--- config.mk ---
export PLATFORM = sky130hd
export DESIGN_NAME = lbus_arbiter
export DESIGN_NICKNAME = d
export VERILOG_FILES = /design/src/rtl/lba_pkg.sv /design/src/rtl/lba_prio_pick.sv /design/src/rtl/lba_fsm.sv /design/src/rtl/lbus_arbiter.sv
export SDC_FILE = /design/constraint.sdc
export NUM_CORES = 1
export LEC_CHECK = 0
export BUFFER_PORTS_ARGS = -buffer_cell sky130_fd_sc_hd__clkbuf_2
export CORE_AREA = 2 2 39 41
export DETAILED_ROUTE_END_ITERATION = 10
export DIE_AREA = 0 0 41 43
export MAX_ROUTING_LAYER = met4
export SYNTH_ARGS = -nofsm -noshare
export SYNTH_HDL_FRONTEND = slang
export SYNTH_SLANG_ARGS = --single-unit
export TNS_END_PERCENT = 10
--- constraint.sdc ---
create_clock -name clk -period 1.1 [get_ports clk]
set_input_delay 0.33 -clock clk [delete_from_list [all_inputs] [get_ports clk]]
set_output_delay 0.33 -clock clk [all_outputs]
set_load 0.01 [all_outputs]
--- src/rtl/lba_pkg.sv ---
package lba_pkg;
  typedef enum logic [1:0] {
    ST_CPU     = 2'd0,
    ST_WAIT_BG = 2'd1,
    ST_OWNED   = 2'd2,
    ST_GAP     = 2'd3
  } lba_state_e;
endpackage

--- src/rtl/lba_prio_pick.sv ---
module lba_prio_pick #(
  parameter int NREQ = 3
) (
  input  logic [NREQ-1:0] req,
  output logic [NREQ-1:0] pick,
  output logic            any
);
  logic [NREQ-1:0] seen;

  assign seen[0] = req[0];
  assign pick[0] = req[0];

  for (genvar i = 1; i < NREQ; i++) begin : g_chain
    assign pick[i] = req[i] & ~seen[i-1];
    assign seen[i] = req[i] | seen[i-1];
  end

  assign any = seen[NREQ-1];
endmodule

--- src/rtl/lba_fsm.sv ---
module lba_fsm
  import lba_pkg::*;
#(
  parameter int NREQ = 3
) (
  input  logic            clk,
  input  logic            rst,
  input  logic            any_req,
  input  logic [NREQ-1:0] pick,
  input  logic [NREQ-1:0] rel_i,
  input  logic            cpu_bg_n,
  output logic            cpu_br_n,
  output logic            bgack_n,
  output logic [NREQ-1:0] gnt_o
);
  lba_state_e      state_q;
  logic [NREQ-1:0] owner_q;
  logic            rel_hit;

  assign rel_hit = |(owner_q & rel_i);

  always_ff @(posedge clk) begin
    if (rst) begin
      state_q <= ST_CPU;
      owner_q <= '0;
    end else begin
      case (state_q)
        ST_CPU: begin
          if (any_req) state_q <= ST_WAIT_BG;
        end
        ST_WAIT_BG: begin
          if (!cpu_bg_n) begin
            if (any_req) begin
              state_q <= ST_OWNED;
              owner_q <= pick;
            end else begin
              state_q <= ST_CPU;
            end
          end
        end
        ST_OWNED: begin
          if (rel_hit) begin
            state_q <= ST_GAP;
            owner_q <= '0;
          end
        end
        ST_GAP: begin
          if (any_req) begin
            state_q <= ST_OWNED;
            owner_q <= pick;
          end else begin
            state_q <= ST_CPU;
          end
        end
        default: begin
          state_q <= ST_CPU;
          owner_q <= '0;
        end
      endcase
    end
  end

  assign cpu_br_n = (state_q == ST_CPU);
  assign bgack_n  = !((state_q == ST_OWNED) || (state_q == ST_GAP));
  assign gnt_o    = owner_q;

  AST_GNT_ONEHOT: assert property (@(posedge clk) disable iff (rst)
    $onehot0(gnt_o));
  AST_GNT_NEEDS_BG: assert property (@(posedge clk) disable iff (rst)
    ($rose(|gnt_o) && $past(bgack_n)) |-> $past(!cpu_bg_n));
  AST_GNT_ACKED: assert property (@(posedge clk) disable iff (rst)
    (|gnt_o) |-> (!bgack_n && !cpu_br_n));
  AST_NO_DIRECT_SWITCH: assert property (@(posedge clk) disable iff (rst)
    (|gnt_o) |=> ((gnt_o == $past(gnt_o)) || (gnt_o == '0)));
  AST_NO_PREEMPT: assert property (@(posedge clk) disable iff (rst)
    ((|gnt_o) && !(|(gnt_o & rel_i))) |=> (gnt_o == $past(gnt_o)));
  AST_RETURN_TOGETHER: assert property (@(posedge clk) disable iff (rst)
    $rose(bgack_n) |-> $rose(cpu_br_n));
endmodule

--- src/rtl/lbus_arbiter.sv ---
module lbus_arbiter #(
  parameter int NREQ = 3
) (
  input  logic            clk,
  input  logic            rst,
  input  logic [NREQ-1:0] req_i,
  input  logic [NREQ-1:0] rel_i,
  input  logic            cpu_bg_n,
  output logic            cpu_br_n,
  output logic            bgack_n,
  output logic [NREQ-1:0] gnt_o
);
  logic [NREQ-1:0] pick;
  logic            any_req;

  lba_prio_pick #(.NREQ(NREQ)) u_pick (
    .req  (req_i),
    .pick (pick),
    .any  (any_req)
  );

  lba_fsm #(.NREQ(NREQ)) u_fsm (
    .clk      (clk),
    .rst      (rst),
    .any_req  (any_req),
    .pick     (pick),
    .rel_i    (rel_i),
    .cpu_bg_n (cpu_bg_n),
    .cpu_br_n (cpu_br_n),
    .bgack_n  (bgack_n),
    .gnt_o    (gnt_o)
  );

  AST_BR_BEFORE_GNT: assert property (@(posedge clk) disable iff (rst)
    (!cpu_br_n && bgack_n) |-> (gnt_o == '0));
endmodule

# After elaboration in Yosys (flattened, before gate mapping)
# Cells that the tools add are included.
dict set report totals {
  register_bits 5
  latchBits 0
  mem_bits_rw 0
  romBits 0
  inputBits 9
  output_inout_bits 5
  word_cells 31
  mem_count 0
}
dict set report classes {
  addsub 0
  n_mul 0
  div 0
  magnitude_cmp 0
  eq_ne 6
  shift 0
  muxes 9
  bitwise 7
  n_reduce_logical 7
}
# operator n
set op_table {}
lappend op_table {{3-bit 2-to-1 mux} 3}
lappend op_table {{3-bit case mux with 3 select lines} 1}
lappend op_table {{2-bit 2-to-1 mux} 4}
lappend op_table {{2-bit case mux with 4 select lines} 1}
lappend op_table {{3-bit AND reduction} 2}
lappend op_table {{2-bit equality test (second input constant)} 2}
lappend op_table {{2-bit by 1-bit inequality test with 1-bit output (second input constant)} 2}
lappend op_table {{3-bit AND} 1}
lappend op_table {{3-bit nonzero test} 1}
lappend op_table {{3-bit OR reduction} 1}
lappend op_table {{1-bit AND} 2}
lappend op_table {{2-bit by 1-bit equality test with 1-bit output (second input constant)} 1}
lappend op_table {{2-bit zero test} 1}
lappend op_table {{2-bit inequality test (second input constant)} 1}
lappend op_table {{1-bit NOT} 2}
lappend op_table {{1-bit bitwise OR} 2}
lappend op_table {{1-bit zero test} 1}
lappend op_table {{1-bit logical OR} 1}

# Depth between registers and ports, before layout
dict set report depth {
  depth_word 6
  ltp_mapped 3
  depth_no_buf 3
}

# Cells and area by module
# A second synthesis with hierarchy kept.
dict set report unflattened {
  hier_cells 33
  hier_area_um2 284.0
}
# module n_inst cells_each area_per_inst_um2 seq_area_each_um2
set by_module_without_submodules {}
lappend by_module_without_submodules {lba_fsm 1 29 256.5 100.1}
lappend by_module_without_submodules {lba_prio_pick 1 4 27.5 0.0}

# Worst setup path after synthesis
# OpenSTA, ideal clock, no wires.
dict set report synth_path {
  path_kind {flip-flop to flip-flop}
  startpoint {register u_fsm.owner_q[0] (netlist: u_fsm.gnt_o[0])}
  endpoint {register u_fsm.owner_q[2] (netlist: u_fsm.gnt_o[2])}
  setup_time_ns 0.073
  arrival_ns 1.063
  required_ns 1.027
  setup_slack_ns -0.036
  path_stages_with_launch 4
  n_path_buf 0
  period_less_slack_ns 1.136
  cell_sequence {dfxtp_1 > a22o_4 > a311oi_2 > nor3b_2}
}
dict set report synth_via {
  elab_chain_len 4
}
# element line_no
set synth_lines {}
lappend synth_lines {{start, declared} lba_fsm.sv:17} ;# logic [NREQ-1:0] owner_q;
lappend synth_lines {{start signal, assigned} lba_fsm.sv:35} ;# owner_q <= pick;
lappend synth_lines {{start signal, assigned} lba_fsm.sv:50} ;# owner_q <= pick;
lappend synth_lines {{3-bit AND} lba_fsm.sv:20} ;# assign rel_hit = |(owner_q & rel_i);
lappend synth_lines {{3-bit OR reduction} lba_fsm.sv:20}
lappend synth_lines {{2-bit by 1-bit inequality test with 1-bit output (no line)} n/a}
lappend synth_lines {{3-bit AND reduction (no line)} n/a}
# No other way between the ends.
# A chain may end at the register's enable or synchronous reset.

==> results.md <==
* Via/cell ratio at 4.81
* Number of synthesized flops with an enable pin at 0
* Via count at 351
* Die height at 43 um
* Max Fclk at 824 MHz
* ANT cells at 0
* Number of global-route vias before repair at 350
* NumNets Final at 67
* Root buffer cell: clkbuf_4
* GR peak layer: met2
* Final max-slew violation count at 0
* GR Util met2 at 0.188
* Fin util at 0.383
* Status: finished with violations
* YS warnings at 0
* # fillers at 147
* Crit path max fanout at 4
* Share of layout cells above drive strength 1 at 0.649
* Post-route clock skew at 0.00307 ns
* Synth top area cells: dfxtp_1 (35%), a32o_1 (7.0%), a22o_4 (6.1%)
* Slew @ Worst Pin at 0.337 ns
* Top delay family on crit path: flip-flops
* Sinks on Clock Net at 5
* Post-synth top cells: dfxtp_1 (5), inv_1 (3)
* Critical path's slowest cell: dfxtp_2
* CP bufs+invs at 2
* Power after layout at 697 uW
* Period minus WS final at 1.21 ns
* Leakage Power at 0.249 nW
* Area grow syn2layout at 86.0%
* Yosys top cell area share at 0.351
* Register area share after synthesis at 0.351
* CTS tree: built
* Synth cell types at 19
* Mapped Area at 285 um2
* DR iter-0 viols at 3
* Violated checks: negative setup slack
* Main synth FF type: dfxtp_1
* Final setup fails at 8
* Worst slew margin at 0.775
* Count leader, synth: dfxtp_1
* Crit-path cells: buf_6 -> nor2_4 -> buf_6
* Gr usage total at 0.126
* RSZ-0062 raised after global routing: yes
* Post-route insts no fill at 73
* Largest net degree at the start of global routing at 8
* Worst Setup End Kind: primary output
* TritonRoute pass-1 iters at 4
* PnR worst setup slack at -0.114 ns
* Crit path launch type: flip-flop
* Grt total ovfl at 0
* Number of H-tree levels at 1
* Synth Instances at 29
* Die Wd at 41 um
* Register area at 106 um2
* Required time of the critical path at 0.77 ns
* DP Wirelength at 655 um
* Areal power density over the cells at 1310 nW/um2
* Num CTS Buffers at 3
* CTS Buffer Depth at 2
* Clock slew at reported path FFs at 0.04 ns
* # placed instances at 66
* Antenna-violating nets left at 0
* VDD IR max at 0.491 mV
* Core box area at 1380 um2
* Slowest stage delay, CP at 0.33 ns
* Period utilisation layout at 1.10
* Critical path class: flip-flop to primary output
* Met3 GRT Util at 0.0942
* Worst slack at placement at -0.153 ns
* Final wirelength at 937 um
* Setup TNS at -0.495 ns
* Starting Density at 0.206
* Arr. time, crit path at 0.88 ns
* Hold Vio Cnt, Final at 0
* Num ports at 14
* Residual DRC at 0
* DR WL/cell at 12.8 um
* Number of synthesized register bits at 5
* Initial antenna violation count at 0
* FFs w/ async S/R, synth at 0
* Synthesized Nets at 38
* Area leader, netlist: dfxtp_1
* Max-cap violation count at 0
* Clk Latency, worst-skew pair at 0.24 ns
* RD Place Congestion at 0.728
* First-pass GRT wire length at 1.35 mm
* Reg2Reg Setup Slack at -0.10 ns
* Row count at 14
* CTS Hold Bufs at 0
* Area of the die at 1760 um2
* Multi-input logic area at 198 um2
* Worst hold-check path type: primary input to flip-flop
* Port Buffers at 13
* CP most frequent cell: buf_6
* Avg Inst Size Synth at 9.84 um2
* M1 GR Usage at 0.115
## report_power, final
part           internal, mW  switching (mW)  total, mW
clock network         0.137          0.0797      0.217
logic                 0.141           0.114      0.255
registers             0.206          0.0181      0.224
## final timing paths
path	start	end	depth (start not counted)
worst max-delay path	flip-flop	cpu_br_n	3
worst min-delay path	rst	u_fsm.state_q[0]	2
worst max register to register	u_fsm.gnt_o[0]	u_fsm.gnt_o[1]	3
worst min register to register	u_fsm.gnt_o[0]	u_fsm.gnt_o[0]	2
## through the flow
stage	hold slack, ns	area (um2)
2_1_floorplan	0.446	290
3_3_place_gp	0.602	435
3_5_place_dp	0.604	435
4_1_cts	0.338	513
5_1_grt	0.389	531
6_report	0.376	531
## worst reg2reg max path, cell delays in order (launching register included)
cell,delay [ns]
dfxtp_2,0.32
a22o_4,0.27
a311oi_4,0.33
a32o_1,0.22
## per-layer routing
layer / vias to the layer above / wire (um)
li1: 175 / -
met1: 167 / 367
met2: 7 / 496
met3: 2 / 54
met4: 0 / 18
met5: - / 0
## logic make-up after synthesis
logic type / share of synthesized area
AND/OR/NAND/NOR: 0.228
buffers and inverters: 0.0395
AO/OA/AOI/OAI: 0.382
flip-flops: 0.351
## cells in the final DEF (no fill, tap or decap)
cell | netlist | layout
clkbuf_4 | 0 | 3
inv_1 | 3 | 3
a32o_1 | 2 | 2
a311oi_4 | 0 | 1
buf_6 | 0 | 5
nor2_4 | 0 | 1
and4b_1 | 1 | 1
or3_4 | 0 | 1
nor2b_1 | 2 | 2
a211oi_1 | 1 | 1
clkbuf_1 | 0 | 1
dfxtp_2 | 0 | 5
nor3b_2 | 1 | 1
o21ai_0 | 1 | 1
nor3_1 | 1 | 1
o211ai_1 | 1 | 1
clkbuf_2 | 0 | 12
nand3_1 | 1 | 1
a22o_4 | 1 | 1
buf_4 | 0 | 7
o211a_1 | 1 | 1
o32ai_1 | 2 | 2
nand2b_1 | 1 | 1
a221oi_1 | 1 | 1
nor2_1 | 2 | 1
## final cells by class
type                            instances  area share
Clock buffer                            4      0.0495
Multi-Input combinational cell         21       0.373
Timing Repair Buffer                   24       0.318
Tap cell                               16      0.0377
Sequential cell                         5       0.200
Inverter                                3      0.0212
## repair_timing
| action | CTS | global route |
|---|---|---|
| resized for setup | 11 | 3 |
| gates cloned | 0 | 0 |
| pin swaps | 4 | 1 |
| endpoints found under the setup margin | 8 | 9 |
| buffers inserted | 3 | 0 |
(Power assumes the default switching activity.)
